### src/rtl/eag_pkg.sv
package eag_pkg;
    localparam int ADDR_W  = 16;
    localparam int MODE_W  = 4;
    localparam int N_MODES = 11;

    typedef logic [ADDR_W-1:0] addr_t;
    typedef logic [MODE_W-1:0] mode_t;

    typedef enum logic [MODE_W-1:0] {
        AM_IMPLIED  = 4'd0,
        AM_IMM      = 4'd1,
        AM_DIRECT   = 4'd2,
        AM_INDIRECT = 4'd3,
        AM_REG      = 4'd4,
        AM_REG_IND  = 4'd5,
        AM_POST_INC = 4'd6,
        AM_PRE_DEC  = 4'd7,
        AM_PC_REL   = 4'd8,
        AM_INDEXED  = 4'd9,
        AM_BASE     = 4'd10
    } am_e;

    typedef struct packed {
        addr_t ea;
        addr_t wb_data;
        logic  wb_en;
        logic  imm;
        logic  regop;
        logic  impl;
        logic  illegal;
        logic  mem;
    } calc_t;

    function automatic logic mode_legal(mode_t m);
        return int'(m) < N_MODES;
    endfunction

    function automatic addr_t add_wrap(addr_t a, addr_t b);
        return a + b;
    endfunction
endpackage

### src/rtl/eag_calc.sv
module eag_calc
    import eag_pkg::*;
(
    input  mode_t mode,
    input  addr_t field,
    input  addr_t pc_next,
    input  addr_t reg_val,
    input  addr_t idx_val,
    input  addr_t base_val,
    output calc_t res
);
    localparam addr_t ONE    = addr_t'(1);
    localparam addr_t NEG1   = '1;

    always_comb begin
        res = '0;
        if (!mode_legal(mode)) begin
            res.illegal = 1'b1;
        end else begin
            case (am_e'(mode))
                AM_IMPLIED:  res.impl = 1'b1;
                AM_IMM: begin
                    res.imm = 1'b1;
                    res.ea  = add_wrap(pc_next, NEG1);
                end
                AM_DIRECT:   res.ea  = field;
                AM_INDIRECT: res.mem = 1'b1;
                AM_REG:      res.regop = 1'b1;
                AM_REG_IND:  res.ea  = reg_val;
                AM_POST_INC: begin
                    res.ea      = reg_val;
                    res.wb_en   = 1'b1;
                    res.wb_data = add_wrap(reg_val, ONE);
                end
                AM_PRE_DEC: begin
                    res.ea      = add_wrap(reg_val, NEG1);
                    res.wb_en   = 1'b1;
                    res.wb_data = add_wrap(reg_val, NEG1);
                end
                AM_PC_REL:   res.ea = add_wrap(pc_next, field);
                AM_INDEXED:  res.ea = add_wrap(idx_val, field);
                AM_BASE:     res.ea = add_wrap(base_val, field);
                default:     res.illegal = 1'b1;
            endcase
        end
    end
endmodule

### src/rtl/eag_seq.sv
module eag_seq
    import eag_pkg::*;
(
    input  logic  clk,
    input  logic  rst,
    input  logic  start,
    input  calc_t res,
    input  addr_t field,
    input  addr_t mem_rd_data,
    output logic  mem_rd_en,
    output addr_t mem_rd_addr,
    output addr_t eff_addr,
    output logic  imm_op,
    output logic  reg_op,
    output logic  implied_op,
    output logic  illegal_mode,
    output logic  done,
    output logic  ptr_wr_en,
    output addr_t ptr_wr_data
);
    typedef enum logic {S_IDLE, S_MEM} state_e;
    state_e state;

    always_ff @(posedge clk) begin
        if (rst) begin
            state        <= S_IDLE;
            mem_rd_en    <= 1'b0;
            mem_rd_addr  <= '0;
            eff_addr     <= '0;
            imm_op       <= 1'b0;
            reg_op       <= 1'b0;
            implied_op   <= 1'b0;
            illegal_mode <= 1'b0;
            done         <= 1'b0;
            ptr_wr_en    <= 1'b0;
            ptr_wr_data  <= '0;
        end else begin
            done      <= 1'b0;
            ptr_wr_en <= 1'b0;
            mem_rd_en <= 1'b0;
            case (state)
                S_IDLE: if (start) begin
                    imm_op       <= res.imm;
                    reg_op       <= res.regop;
                    implied_op   <= res.impl;
                    illegal_mode <= res.illegal;
                    if (res.mem) begin
                        mem_rd_en   <= 1'b1;
                        mem_rd_addr <= field;
                        state       <= S_MEM;
                    end else begin
                        eff_addr    <= res.ea;
                        done        <= 1'b1;
                        ptr_wr_en   <= res.wb_en;
                        ptr_wr_data <= res.wb_data;
                    end
                end
                S_MEM: begin
                    eff_addr <= mem_rd_data;
                    done     <= 1'b1;
                    state    <= S_IDLE;
                end
                default: state <= S_IDLE;
            endcase
        end
    end

    assert_mem_req_R2: assert property (@(posedge clk) disable iff (rst)
        (start && state == S_IDLE && res.mem) |=> (mem_rd_en && mem_rd_addr == $past(field)));
    assert_mem_done_R2: assert property (@(posedge clk) disable iff (rst)
        mem_rd_en |=> (done && !mem_rd_en && eff_addr == $past(mem_rd_data)));
    assert_fast_done_R12: assert property (@(posedge clk) disable iff (rst)
        (start && state == S_IDLE && !res.mem) |=> done);
    assert_wb_with_done_R12: assert property (@(posedge clk) disable iff (rst)
        ptr_wr_en |-> done);
    assert_flags_onehot_R11: assert property (@(posedge clk) disable iff (rst)
        $onehot0({imm_op, reg_op, implied_op, illegal_mode}));
    assert_illegal_no_wb_R11: assert property (@(posedge clk) disable iff (rst)
        (done && illegal_mode) |-> (!ptr_wr_en && eff_addr == '0));
endmodule

### src/rtl/eff_addr_unit.sv
module eff_addr_unit
    import eag_pkg::*;
(
    input  logic        clk,
    input  logic        rst,
    input  logic        start,
    input  logic [3:0]  mode,
    input  logic [15:0] addr_field,
    input  logic [15:0] pc_next,
    input  logic [15:0] reg_val,
    input  logic [15:0] idx_val,
    input  logic [15:0] base_val,
    output logic        mem_rd_en,
    output logic [15:0] mem_rd_addr,
    input  logic [15:0] mem_rd_data,
    output logic [15:0] eff_addr,
    output logic        imm_op,
    output logic        reg_op,
    output logic        implied_op,
    output logic        illegal_mode,
    output logic        done,
    output logic        ptr_wr_en,
    output logic [15:0] ptr_wr_data
);
    calc_t calc_res;

    eag_calc u_calc (
        .mode     (mode),
        .field    (addr_field),
        .pc_next  (pc_next),
        .reg_val  (reg_val),
        .idx_val  (idx_val),
        .base_val (base_val),
        .res      (calc_res)
    );

    eag_seq u_seq (
        .clk          (clk),
        .rst          (rst),
        .start        (start),
        .res          (calc_res),
        .field        (addr_field),
        .mem_rd_data  (mem_rd_data),
        .mem_rd_en    (mem_rd_en),
        .mem_rd_addr  (mem_rd_addr),
        .eff_addr     (eff_addr),
        .imm_op       (imm_op),
        .reg_op       (reg_op),
        .implied_op   (implied_op),
        .illegal_mode (illegal_mode),
        .done         (done),
        .ptr_wr_en    (ptr_wr_en),
        .ptr_wr_data  (ptr_wr_data)
    );

    assert_wb_modes_R5: assert property (@(posedge clk) disable iff (rst)
        (start && !mem_rd_en && !(mode == 4'd6 || mode == 4'd7)) |=> !ptr_wr_en);
endmodule

### config.mk
export PLATFORM = sky130hd
export DESIGN_NAME = eff_addr_unit
export DESIGN_NICKNAME = d
export VERILOG_FILES = /design/src/rtl/eag_pkg.sv /design/src/rtl/eag_calc.sv /design/src/rtl/eag_seq.sv /design/src/rtl/eff_addr_unit.sv
export SDC_FILE = /design/constraint.sdc
export NUM_CORES = 1
export LEC_CHECK = 0
export BUFFER_PORTS_ARGS = -buffer_cell sky130_fd_sc_hd__buf_4
export CORE_ASPECT_RATIO = 1.1
export CORE_MARGIN = 2
export CORE_UTILIZATION = 28
export CTS_BUF_LIST = sky130_fd_sc_hd__clkbuf_16
export DETAILED_ROUTE_END_ITERATION = 16
export PLACE_DENSITY = 0.6
export REMOVE_ABC_BUFFERS = 1
export SLEW_MARGIN = 20
export SYNTH_ARGS = -nofsm -noshare
export SYNTH_HDL_FRONTEND = slang
export SYNTH_HIERARCHICAL = 1
export SYNTH_SLANG_ARGS = --single-unit
### constraint.sdc
create_clock -name clk -period 3.86 [get_ports clk]
set_input_delay 0.193 -clock clk [delete_from_list [all_inputs] [get_ports clk]]
set_output_delay 0.193 -clock clk [all_outputs]
set_load 0.01 [all_outputs]
; After elaboration in Yosys (flattened, before gate mapping)
; Cells that the tools add are included.
[totals]
reg_bits = 56
in_bits = 103
wordCells = 62
output_inout_bits = 55
[classes]
reduce_logical = 9
n_bitwise = 4
addsub = 6
mux = 19
n_eq_ne = 12
order_cmp = 1
[ops]
columns = cell, count
row1 = $pmux W16 S7, 1
row2 = $add A16 B16 Y16, 3
row3 = $mux W36, 1
row4 = $pmux W17 S2, 1
row5 = $add A16 B16 Y16 const B, 2
row6 = $mux W16, 2
row7 = $pmux W16 S2, 1
row8 = $add A16 B1 Y16 const B, 1
row9 = $eq A4 B3 Y1 const B, 4
row10 = $eq A4 B4 Y1 const B, 3
row11 = $mux W1, 11
row12 = $reduce_or A11 Y1, 1
row13 = $eq A4 B2 Y1 const B, 2
row14 = $reduce_and A3 Y1, 2
row15 = $reduce_or A5 Y1, 1
row16 = $eq A4 B1 Y1 const B, 1
row17 = $logic_not A4 Y1, 1
row18 = $lt A4 B4 Y1 const B, 1
row19 = $ne A2 B2 Y1 const B, 2
row20 = $not A1 Y1, 4
row21 = $pmux W1 S2, 2
row22 = $reduce_and A2 Y1, 2
row23 = $reduce_or A2 Y1, 2

; Depth between registers and ports, before layout
[depth]
word_depth = 7
ltp_mapped = 17
ltp_nobuf = 13

; Cells and area by module
; The synthesis kept the hierarchy.
[modules_own_cells]
columns = module, seq_area_each_um2, instances, area_each_um2, cells_per_inst
row1 = eag_calc, 0.0, 1, 2638.8, 425
row2 = eag_seq, 1101.1, 1, 2072.0, 217

; Worst setup path after synthesis
; OpenSTA, ideal clock, no wires.
[synth_timing]
path_kind = in2reg
startpoint = input mode[0]
endpoint = register u_seq.eff_addr[11]
setup_slack_ps = 692
path_buffers = 3
stages = 16
required_time_ps = 3722
arrival_time_ps = 3031
setup_time_ps = 138
path_cell_list = buf_2 nor4bb_1 buf_2 nor2_1 clkbuf_1 nand2_1 nand2_1 ha_1 o211ai_1 nor3_2 a2111oi_4 o21ai_1 mux2i_1 a221o_1 mux2i_1 a211oi_1
[synth_rtl]
columns = element, line_no
row1 = "start, declared", eff_addr_unit.sv:7  ; input logic [3:0] mode,
row2 = "end signal, assigned", eag_seq.sv:52  ; eff_addr <= res.ea;
row3 = "end signal, assigned", eag_seq.sv:59  ; eff_addr <= mem_rd_data;
row4 = "end, declared", eag_seq.sv:12  ; output addr_t eff_addr,

==> results.sh <==
export IMPL_worstSetupPathType="in -> reg"
export IMPL_fill_cells=1762
export IMPL_place_congestion=0.888
export IMPL_drv_slew=0
export IMPL_post_cts_resized=0
export IMPL_vias_in_the_first_global_route=4930
export IMPL_synth_cell_type_count=62
export IMPL_synth_avg_cell_area_um2=7.34
export IMPL_critPathRequiredTime_ns=4.00
export IMPL_synthesis_area_um2=4710
export IMPL_worstSkewPairLatency_ns=0.31
export IMPL_critical_path_max_stage_delay_ns=0.46
export IMPL_cp_max_fo=17
export IMPL_clock_skew_final_ns=0.00543
export IMPL_grt_overflow_total=0
export IMPL_critical_path_cell_chain="buf_4 -> nor4bb_4 -> buf_4 -> nor3_1 -> a221o_1 -> ha_1 -> a211oi_1 -> nor3_2 -> a2111oi_4 -> o21ai_1 -> mux2i_1 -> a221o_1 -> mux2i_1 -> a211oi_1"
export IMPL_num_nets_final=891
export IMPL_via_per_inst=5.34
export IMPL_routedLengthMet1_um=7960
export IMPL_register_area_share_after_synthesis_pct=23.4
export IMPL_most_used_flip_flop_cell_after_synthesis="sky130_fd_sc_hd__dfxtp_1"
export IMPL_postLayoutSetupSlackWorst_ns=0.755
export IMPL_grt_max_degree=56
export IMPL_slew_headroom_pct=31.5
export IMPL_synth_edff_count=0
export IMPL_worst_ep_arrival_time_ns=3.25
export IMPL_cts_tree="built"
export IMPL_post_dp_hpwl_um=13800
export IMPL_io_pins=158
export IMPL_fp_dieArea_um2=17900
export IMPL_min_path_type="in -> reg"
export IMPL_power_leakage_nw=2.65
export IMPL_cp_top_family="compound AO/OA/AOI/OAI gates"
export IMPL_wl_met2_um=8270
export IMPL_hold_worst_slack_ns=0.154
export IMPL_htree_num_levels=2
export IMPL_crit_path_end_kind="flop"
export IMPL_drive_above_1_share_pct=23.8
export IMPL_route_top_layer_used="met4"
export IMPL_finalCriticalPeriod_ns=3.10
export IMPL_rows=49
export IMPL_finalWirelength_um=17600
export IMPL_area_added_between_synthesis_and_finish_pct=30.5
export IMPL_ant_nets=0
export IMPL_f_max_mhz=322
export IMPL_worst_slew_pin_transition_ns=1.03
export IMPL_die_h_um=140
export IMPL_detail_route_first_pass_iterations=6
export IMPL_final_period_utilization_pct=80.4
export IMPL_vias_post_dr=5177
export IMPL_critPathBufInv=2
export IMPL_power_per_cell_area_nw_per_um2=262
export IMPL_initial_antenna_violation_count=0
export IMPL_timing_max_cap_violations=0
export IMPL_pre_cts_ws_ns=0.429
export IMPL_grt_setup_unrepaired="false"
export IMPL_synth_seq_cells=55
export IMPL_postSynthCellCount=642
export IMPL_power_ir_vdd_worst_v=0.000153
export IMPL_critPathLaunchType="input port"
export IMPL_cts_root_buf="sky130_fd_sc_hd__clkbuf_16"
export IMPL_wl_per_cell_um=18.1
export IMPL_clkSlewWorstSetupHoldPaths_ns=0.07
export IMPL_global_route_wire_length_before_repair_um=27000
export IMPL_drt_iter0_drc=471
export IMPL_crit_path_top_delay_cell="sky130_fd_sc_hd__a2111oi_4"
export IMPL_routed_wl_met3_um=937
export IMPL_floorplan_initialDensity_pct=28.7
export IMPL_tritoncts_num_buffers=5
export IMPL_antenna_cells=0
export IMPL_io_buffers=157
export IMPL_tritoncts_num_sinks=55
export IMPL_drc_errors=0
export IMPL_synth_warning_count=6
export IMPL_core_um2=16400
export IMPL_async_reset_ff_share_pct=0
export IMPL_global_route_usage_total_pct=19.2
export IMPL_post_cts_setup_buffer_count=0
export IMPL_report_final_hold_viol_count=0
export IMPL_final_setup_viol_count=0
export IMPL_outcome="finished clean"
export IMPL_ctsHoldBuffers=0
export IMPL_clock_tree_buffer_depth=2
export IMPL_die_width_um=128
-- final cells by class --
cell class / count / area (um^2) / share of cell area [%]
multi-input cells: 530 / 3390 / 55.1
well taps: 204 / 255 / 4.15
clock buffers: 5 / 125 / 2.04
repair buffers: 165 / 1240 / 20.1
flip-flops and latches: 55 / 1100 / 17.9
clock inverters: 1 / 3.75 / 0.0611
inverters: 9 / 33.8 / 0.549
-- placed cells by master, fill, tap and decap left out, drive strengths merged, types with 5 or more instances in the layout --
cell and instances:
xor2 14, o21a 6, nand3 10, a211oi 19, a222oi 6, nor3 17
and3 6, nand4 6, clkbuf 5, a21o 5, a31oi 6, a21oi 40
mux2i 37, inv 10, nand2b 7, xnor2 20, nand2 103, nor2 75
o211ai 11, o21ai 39, dfxtp 55, a22oi 19, buf 165, nor4 9
ha 21
-- per-stage QoR --
stage,instances,power (mW),setup TNS [ns],utilization (%),cell area (um^2)
CTS,969,1.62,0,37.4,6150
finish,969,1.61,0,37.4,6150
global route,969,1.70,0,37.4,6150
detailed placement,963,1.17,0,36.6,6020
floorplan,594,0.913,-2.44,-,4490
global placement,963,1.17,0,36.6,6020
-- power by group --
group / total (mW) / switching [mW] / internal [mW]
clock: 0.449 / 0.217 / 0.232
sequential: 0.601 / 0.0127 / 0.588
combinational: 0.561 / 0.307 / 0.254
-- synthesized netlist by cell type, drive strengths merged (7+ instances only) --
| cell type | number | area [um^2] |
|---|---|---|
| nand2 | 103 | 387 |
| nor2 | 75 | 282 |
| dfxtp | 55 | 1100 |
| a21oi | 40 | 200 |
| o21ai | 39 | 195 |
| mux2i | 37 | 370 |
| clkbuf | 35 | 134 |
| ha | 21 | 263 |
| xnor2 | 20 | 175 |
| a211oi | 19 | 143 |
| a22oi | 19 | 143 |
| nor3 | 17 | 95.1 |
| xor2 | 14 | 123 |
| buf | 13 | 86.3 |
| o211ai | 11 | 82.6 |
| nand3 | 10 | 50.1 |
| inv | 9 | 33.8 |
| nor4 | 9 | 56.3 |
| nand2b | 7 | 51.3 |
-- cells by family after synthesis --
kind of cell,Yosys count,share of synthesized area [%]
XOR/XNOR,34,6.32
buffers and inverters,57,5.39
AO/OA/AOI/OAI,176,25.2
adder cells (fa/ha/maj),22,6.00
AND/OR/NAND/NOR,259,25.4
multiplexers,39,8.34
flip-flops,55,23.4
-- per-layer routing --
layer  GRT usage, %  up-vias
li1               -     2570
met1           24.9     2409
met2           31.9      170
met3           3.86       28
met4           5.84        0
met5              0        -
-- registers in the layout, indices dropped and copies added (netlist names) --
name / flops
u_seq/imm_op: 1
u_seq/eff_addr: 16
u_seq/ptr_wr_en: 1
u_seq/illegal_mode: 1
u_seq/mem_rd_addr: 16
u_seq/implied_op: 1
u_seq/reg_op: 1
u_seq/state: 1
u_seq/done: 1
u_seq/ptr_wr_data: 16
-- worst register-to-register path: stages (launching register included) --
cell and delay, ns:
sky130_fd_sc_hd__dfxtp_1 0.36, sky130_fd_sc_hd__inv_1 0.75, sky130_fd_sc_hd__nor2_1 0.21, sky130_fd_sc_hd__a211oi_1 0.25
-- final timing paths --
| kind | start | to | slack, ns | depth (start not counted) |
|---|---|---|---|---|
| worst max-delay path | mode[3] | u_seq/eff_addr[11]$_SDFFE_PP0P_ | 0.76 | 14 |
| worst min-delay path | addr_field[10] | u_seq/mem_rd_addr[10]$_SDFFE_PP0P_ | 0.15 | 3 |
| worst min register to register | u_seq/mem_rd_addr[15]$_SDFFE_PP0P_ | u_seq/mem_rd_addr[15]$_SDFFE_PP0P_ | 0.46 | 2 |
| worst max register to register | u_seq/state$_SDFF_PP0_ | u_seq/eff_addr[11]$_SDFFE_PP0P_ | 2.21 | 3 |
Note: power is estimated with default switching activity, not from simulation.
